<file path="config.mk">
export PLATFORM = sky130hd
export DESIGN_NAME = sweep_gate_ctrl
export DESIGN_NICKNAME = d
export VERILOG_FILES = /design/src/rtl/sgc_pkg.sv /design/src/rtl/sgc_holdoff.sv /design/src/rtl/sgc_auto.sv /design/src/rtl/sgc_arm.sv /design/src/rtl/sweep_gate_ctrl.sv
export SDC_FILE = /design/constraint.sdc
export NUM_CORES = 1
export LEC_CHECK = 0
export BUFFER_PORTS_ARGS = -buffer_cell sky130_fd_sc_hd__buf_2
export CELL_PAD_IN_SITES_DETAIL_PLACEMENT = 1
export CELL_PAD_IN_SITES_GLOBAL_PLACEMENT = 2
export CORE_ASPECT_RATIO = 0.7
export CORE_MARGIN = 2
export CORE_UTILIZATION = 32
export CTS_CLUSTER_DIAMETER = 50
export DETAILED_ROUTE_END_ITERATION = 16
export GPL_TIMING_DRIVEN = 1
export PLACE_DENSITY_LB_ADDON = 0.25
export SLEW_MARGIN = 20
export SYNTH_ARGS = -nofsm -noshare
export SYNTH_HDL_FRONTEND = slang
export SYNTH_SLANG_ARGS = --single-unit
</file>
<file path="constraint.sdc">
create_clock -name clk -period 1.7 [get_ports clk]
set_input_delay 0.17 -clock clk [delete_from_list [all_inputs] [get_ports clk]]
set_output_delay 0.17 -clock clk [all_outputs]
set_load 0.01 [all_outputs]
</file>
<file path="src/rtl/sgc_pkg.sv">
package sgc_pkg;

    typedef enum logic [1:0] {
        MODE_NORM = 2'b00,
        MODE_AUTO = 2'b01,
        MODE_XY   = 2'b10,
        MODE_RSVD = 2'b11
    } sgc_mode_e;

    typedef struct packed {
        logic xy;
        logic auto_en;
    } sgc_mode_ctl_t;

    function automatic sgc_mode_ctl_t decode_mode(input logic [1:0] m);
        sgc_mode_ctl_t c;
        c.xy      = (m == MODE_XY);
        c.auto_en = (m == MODE_AUTO);
        return c;
    endfunction

endpackage

</file>
<file path="src/rtl/sgc_holdoff.sv">
module sgc_holdoff #(
    parameter int HOLD_W = 8
) (
    input  logic              clk,
    input  logic              rst,
    input  logic              start_i,
    input  logic              ramp_done_i,
    input  logic [HOLD_W-1:0] len_i,
    output logic              active_o,
    output logic              alt_sync_o
);
    logic [HOLD_W-1:0] len_q;
    logic [HOLD_W-1:0] cnt_q;

    always_ff @(posedge clk) begin
        if (rst) begin
            len_q      <= '0;
            cnt_q      <= '0;
            active_o   <= 1'b0;
            alt_sync_o <= 1'b0;
        end else begin
            len_q      <= len_i;
            alt_sync_o <= start_i;
            if (start_i) begin
                active_o <= 1'b1;
                cnt_q    <= len_q;
            end else if (active_o) begin
                if (cnt_q != '0) begin
                    cnt_q <= cnt_q - 1'b1;
                end else if (ramp_done_i) begin
                    active_o <= 1'b0;
                end
            end
        end
    end

    p_alt_single_r2: assert property (@(posedge clk) disable iff (rst)
        alt_sync_o |=> !alt_sync_o);
    p_alt_in_hold_r2: assert property (@(posedge clk) disable iff (rst)
        alt_sync_o |-> active_o);
    p_release_ramp_r3: assert property (@(posedge clk) disable iff (rst)
        $fell(active_o) |-> $past(ramp_done_i));
endmodule

</file>
<file path="src/rtl/sgc_auto.sv">
module sgc_auto #(
    parameter int AUTO_CYC = 20_000_000
) (
    input  logic clk,
    input  logic rst,
    input  logic rise_i,
    output logic timed_out_o
);
    localparam int TW = $clog2(AUTO_CYC + 1);
    localparam logic [TW-1:0] LIMIT = TW'(AUTO_CYC);

    logic [TW-1:0] idle_q;

    always_ff @(posedge clk) begin
        if (rst || rise_i) begin
            idle_q <= '0;
        end else if (idle_q != LIMIT) begin
            idle_q <= idle_q + 1'b1;
        end
    end

    assign timed_out_o = (idle_q == LIMIT);

    p_rise_clears_r11: assert property (@(posedge clk) disable iff (rst)
        rise_i |=> !timed_out_o);
endmodule

</file>
<file path="src/rtl/sgc_arm.sv">
module sgc_arm (
    input  logic clk,
    input  logic rst,
    input  logic trig_i,
    input  logic hold_i,
    input  logic xy_i,
    input  logic force_i,
    input  logic start_i,
    input  logic dly_en_i,
    input  logic dly_done_i,
    output logic rise_o,
    output logic gate_o,
    output logic sweep_rst_o
);
    logic trig_q;
    logic stage1_q;
    logic dly_seen_q;
    logic lock;

    assign lock   = hold_i | xy_i;
    assign rise_o = trig_i & ~trig_q;

    always_ff @(posedge clk) begin
        if (rst) begin
            trig_q     <= 1'b1;
            stage1_q   <= 1'b0;
            gate_o     <= 1'b0;
            dly_seen_q <= 1'b0;
        end else begin
            trig_q <= trig_i;
            if (xy_i) begin
                stage1_q <= 1'b0;
            end else begin
                stage1_q <= (stage1_q & ~hold_i) | ~trig_i;
            end
            if (start_i || lock) begin
                gate_o <= 1'b0;
            end else if ((rise_o && stage1_q) || force_i) begin
                gate_o <= 1'b1;
            end
            if (!gate_o) begin
                dly_seen_q <= 1'b0;
            end else if (dly_done_i) begin
                dly_seen_q <= 1'b1;
            end
        end
    end

    assign sweep_rst_o = ~gate_o | (dly_en_i & ~dly_seen_q);

    p_lock_blocks_r3: assert property (@(posedge clk) disable iff (rst)
        lock |=> !gate_o);
    p_xy_blocks_r10: assert property (@(posedge clk) disable iff (rst)
        xy_i |=> !gate_o);
    p_gate_cause_r4: assert property (@(posedge clk) disable iff (rst)
        $rose(gate_o) |-> ($past(force_i) || ($past(trig_i) && !$past(trig_i, 2))));
endmodule

</file>
<file path="src/rtl/sweep_gate_ctrl.sv">
module sweep_gate_ctrl #(
    parameter int HOLD_W   = 8,
    parameter int AUTO_CYC = 20_000_000
) (
    input  logic              clk,
    input  logic              rst,
    input  logic              trig_i,
    input  logic              ramp_done_i,
    input  logic [1:0]        mode_i,
    input  logic              dly_en_i,
    input  logic              dly_done_i,
    input  logic [HOLD_W-1:0] hold_len_i,
    output logic              sweep_gate_o,
    output logic              sweep_rst_o,
    output logic              alt_sync_o
);
    import sgc_pkg::*;

    sgc_mode_ctl_t mctl;
    logic hold_act;
    logic start_ho;
    logic rise;
    logic timed_out;
    logic force_gate;

    assign mctl       = decode_mode(mode_i);
    assign start_ho   = sweep_gate_o & ~sweep_rst_o & ramp_done_i & ~mctl.xy;
    assign force_gate = mctl.auto_en & timed_out;

    sgc_holdoff #(.HOLD_W(HOLD_W)) hold_i (
        .clk        (clk),
        .rst        (rst),
        .start_i    (start_ho),
        .ramp_done_i(ramp_done_i),
        .len_i      (hold_len_i),
        .active_o   (hold_act),
        .alt_sync_o (alt_sync_o)
    );

    sgc_auto #(.AUTO_CYC(AUTO_CYC)) auto_i (
        .clk        (clk),
        .rst        (rst),
        .rise_i     (rise),
        .timed_out_o(timed_out)
    );

    sgc_arm arm_i (
        .clk        (clk),
        .rst        (rst),
        .trig_i     (trig_i),
        .hold_i     (hold_act),
        .xy_i       (mctl.xy),
        .force_i    (force_gate),
        .start_i    (start_ho),
        .dly_en_i   (dly_en_i),
        .dly_done_i (dly_done_i),
        .rise_o     (rise),
        .gate_o     (sweep_gate_o),
        .sweep_rst_o(sweep_rst_o)
    );

    p_reset_state_r1: assert property (@(posedge clk)
        $past(rst) |-> (!sweep_gate_o && sweep_rst_o && !alt_sync_o));
    p_idle_holds_ramp_r6: assert property (@(posedge clk) disable iff (rst)
        alt_sync_o |-> sweep_rst_o);
endmodule

</file>
==> impl_results.md <==
* Status: finished, final reports clean
* Top layer used by detailed routing: met4
* Area of the core at 0.00663 mm2
* Pre-CTS setup slack at -95.7 ps
* # diodes at 0
* Tot Pwr at ~2.0 mW
* Die area at 0.00744 mm2
* First-pass GRT wire length at 9510 um
* Netlist cell types at 46
* Final antenna-violating net count at 0
* Tot GR Track Use at approximately 17%
* Leakage at approximately 1.1 nW
* Area leader, netlist: dfxtp_1
* Slew Viols, Final at 0
* Htree depth at 2
* Syn Inst Count at 246
* CTS tree: yes
* Row count at 25
* Synth cell count leaders: 47 x dfxtp_1, 19 x a21oi_1, 18 x nor2_1
* GRT Residual Overflow at 0
* Area Growth Syn to Fin at 38.1%
* Clock Sinks at 47
* Die height at approximately 73 um
* Number of synthesized register bits at 47
* Worst setup EP type: flip-flop
* DRC at 0
* Placed Cells at 389
* PortBufs at 18
* RSZ-0062 raised after global routing: yes
* CTS buffer count at 5
* Power Dens Cells at 654 mW/mm2
* CP arrival at 1940 ps
* Reg clk slew, reported paths at roughly 100 ps
* Clock Latency Late Sink at 310 ps
* Routed WL at 6020 um
* CP top delay family: simple AND/OR/NAND/NOR gates
* Kind of critical path: flip-flop to flip-flop
* Final setup fails at 0
* Worst-path cell chain: nand3_4, or4_4, or4_1, a21oi_1
* CP required at 1950 ps
* Initial antenna violation count at 0
* IO Count at 19
* Max VDD drop at around 0.00027 V
* CP Launch Type: flip-flop
* Post-synth EDFFs at 0
* Cell Count, Final, Fillers Out at 405
* Actual slew at the worst max-slew pin at 316 ps
* Max FO, Critical Path at 7
* 1st-iter DRT viols at 88
* CTS Root Buffer Type: clkbuf_8
* Max-slew headroom at 78.9%
* Setup WS post-layout at between 9 and 10 ps
* Final hold violations at 0
* Slowest stage cell on the critical path: or4_4
* Yosys Warn Count at 0
* Avg WL per Cell at 14.9 um
* Initial core utilization at 32.6%
* Share of flip-flops with an asynchronous set or reset at 0%
* Final GP Congestion at 0.797
* Metal3 WL at ~180 um
* Area contributors post-synth: dfxtp_1 44%, a21oi_1 4.4%, nor2b_1 3.2%
* Top FF cell, synth: dfxtp_1
* Max Cap Viol at 0
* Mapped Nets at 266
* Clock buffer depth at 2
* Synthesized area per cell at 8.78 um2
* # hold bufs at CTS at 0
* Sequential-to-total area share from yosys stat at 43.5%
* Fmax achieved at between 500 and 600 MHz
* DR vias/cell at 5.01
* Tmin final at 1690 ps
* Skew final at 8.15 ps
* Proportion of layout cells with a drive suffix above 1 at 38.6%
* M1 WL at ~3300 um
* Post-Syn Area at 0.00216 mm2
* Hpwl dp at 4060 um
* Largest net degree at the start of global routing at 24
* Fin nets at 330
* Vias at 2030
* Worst hold path class: input port to flip-flop
* Detailed Routing Iterations Pass 1 at 4
* Buffers plus inverters on the worst setup path at 0
* Most common cell in the netlist: dfxtp_1
* Fin crit share at 99.5%
* DR WL met2 at ~2400 um
* Vias in the first global route at 1909
* Die W at between 100 and 150 um
* Post-synth top area share at 43.5%
* Critical path's largest stage delay at 580 ps
through the flow:
step	area (um2)	setup TNS, ps	util [%]	hold WS (ps)
2_1_floorplan	2160	0	-	242
4_1_cts	2800	-117	42.2	48.4
3_3_place_gp	2630	-374	39.6	376
6_report	2980	0	45.0	61.1
5_1_grt	2980	-346	45.0	57.7
3_5_place_dp	2630	-826	39.6	383
final timing paths:
check             slack [ps]  depth (start not counted)                           from                        endpoint
setup / recovery           9                          4  auto_i.idle_q[4]$_SDFFE_PP0P_  auto_i.idle_q[23]$_SDFFE_PP0P_
hold / removal            60                          2                         trig_i       arm_i.stage1_q$_SDFF_PP0_
setup reg to reg           9                          4  auto_i.idle_q[4]$_SDFFE_PP0P_  auto_i.idle_q[23]$_SDFFE_PP0P_
hold reg to reg          480                          2     hold_i.len_q[1]$_SDFF_PP0_    hold_i.cnt_q[1]$_SDFFE_PP0P_
flip-flops by register name, summed over array words and instances (netlist names):
register,cells
arm_i.trig_q,1
arm_i.gate_o,1
auto_i.idle_q,25
arm_i.dly_seen_q,1
hold_i.cnt_q,8
hold_i.active_o,1
hold_i.alt_sync_o,1
hold_i.len_q,8
arm_i.stage1_q,1
per-layer routing:
layer,vias to the layer above,global-route usage (%)
met4,0,4.44
met1,975,26.3
li1,1028,-
met5,-,0
met3,5,3.74
met2,22,21.8
logic make-up after synthesis:
kind of cell,count (synthesis),share of synthesized area [%]
AND/OR/NAND/NOR,106,28.7
AO/OA/AOI/OAI,55,15.9
flip-flops,47,43.5
buffers and inverters,21,4.05
XOR/XNOR,11,4.46
adder cells (fa/ha/maj),4,2.32
multiplexers,2,0.984
timing repair:
action | 4_1_cts | 5_1_grt
gates cloned | 1 | 0
setup endpoints to repair | 20 | 19
pin swaps | 1 | 11
buffers inserted | 3 | 4
resized for setup | 18 | 40
layout by cell type, fill, tap and decap left out, types with 3 or more instances in the layout:
master and count:
nand4_1 8, nand2_1 14, o31ai_1 4, or4_1 4
nor2_1 18, dfxtp_1 33, buf_4 47, nor4b_2 3
a211oi_1 7, buf_2 18, or3_1 8, o211ai_1 4
or4_4 4, dfxtp_2 9, clkbuf_8 5, inv_1 12
nor2b_1 10, xnor2_1 5, nor3_1 4, dfxtp_4 5
nand3_1 7, o21ai_0 10, a21oi_1 17, xor2_1 6
power by group:
group,switching (mW),total [mW],leakage [nW],internal [mW]
logic,0.0621,0.122,0.662,0.0599
registers,0.0126,1.13,0.390,1.11
clock network,0.416,0.703,0.0402,0.287
total,0.491,1.95,1.09,1.46
worst register-to-register path, delay by kind of cell, from the launching register on:
family          cells  cell delay [ps]
compound gates      1              150
flops               1              400
simple gates        3             1090
layout make-up:
cell class / count / area, um2
clock inverters: 3 / 20.0
repair buffers: 65 / 443
fillers: 786 / 3650
clock buffers: 5 / 68.8
inverters: 12 / 45.0
flip-flops and latches: 47 / 971
multi-input cells: 179 / 1320
well taps: 94 / 118
No activity file was read; power rests on OpenSTA's default activity.
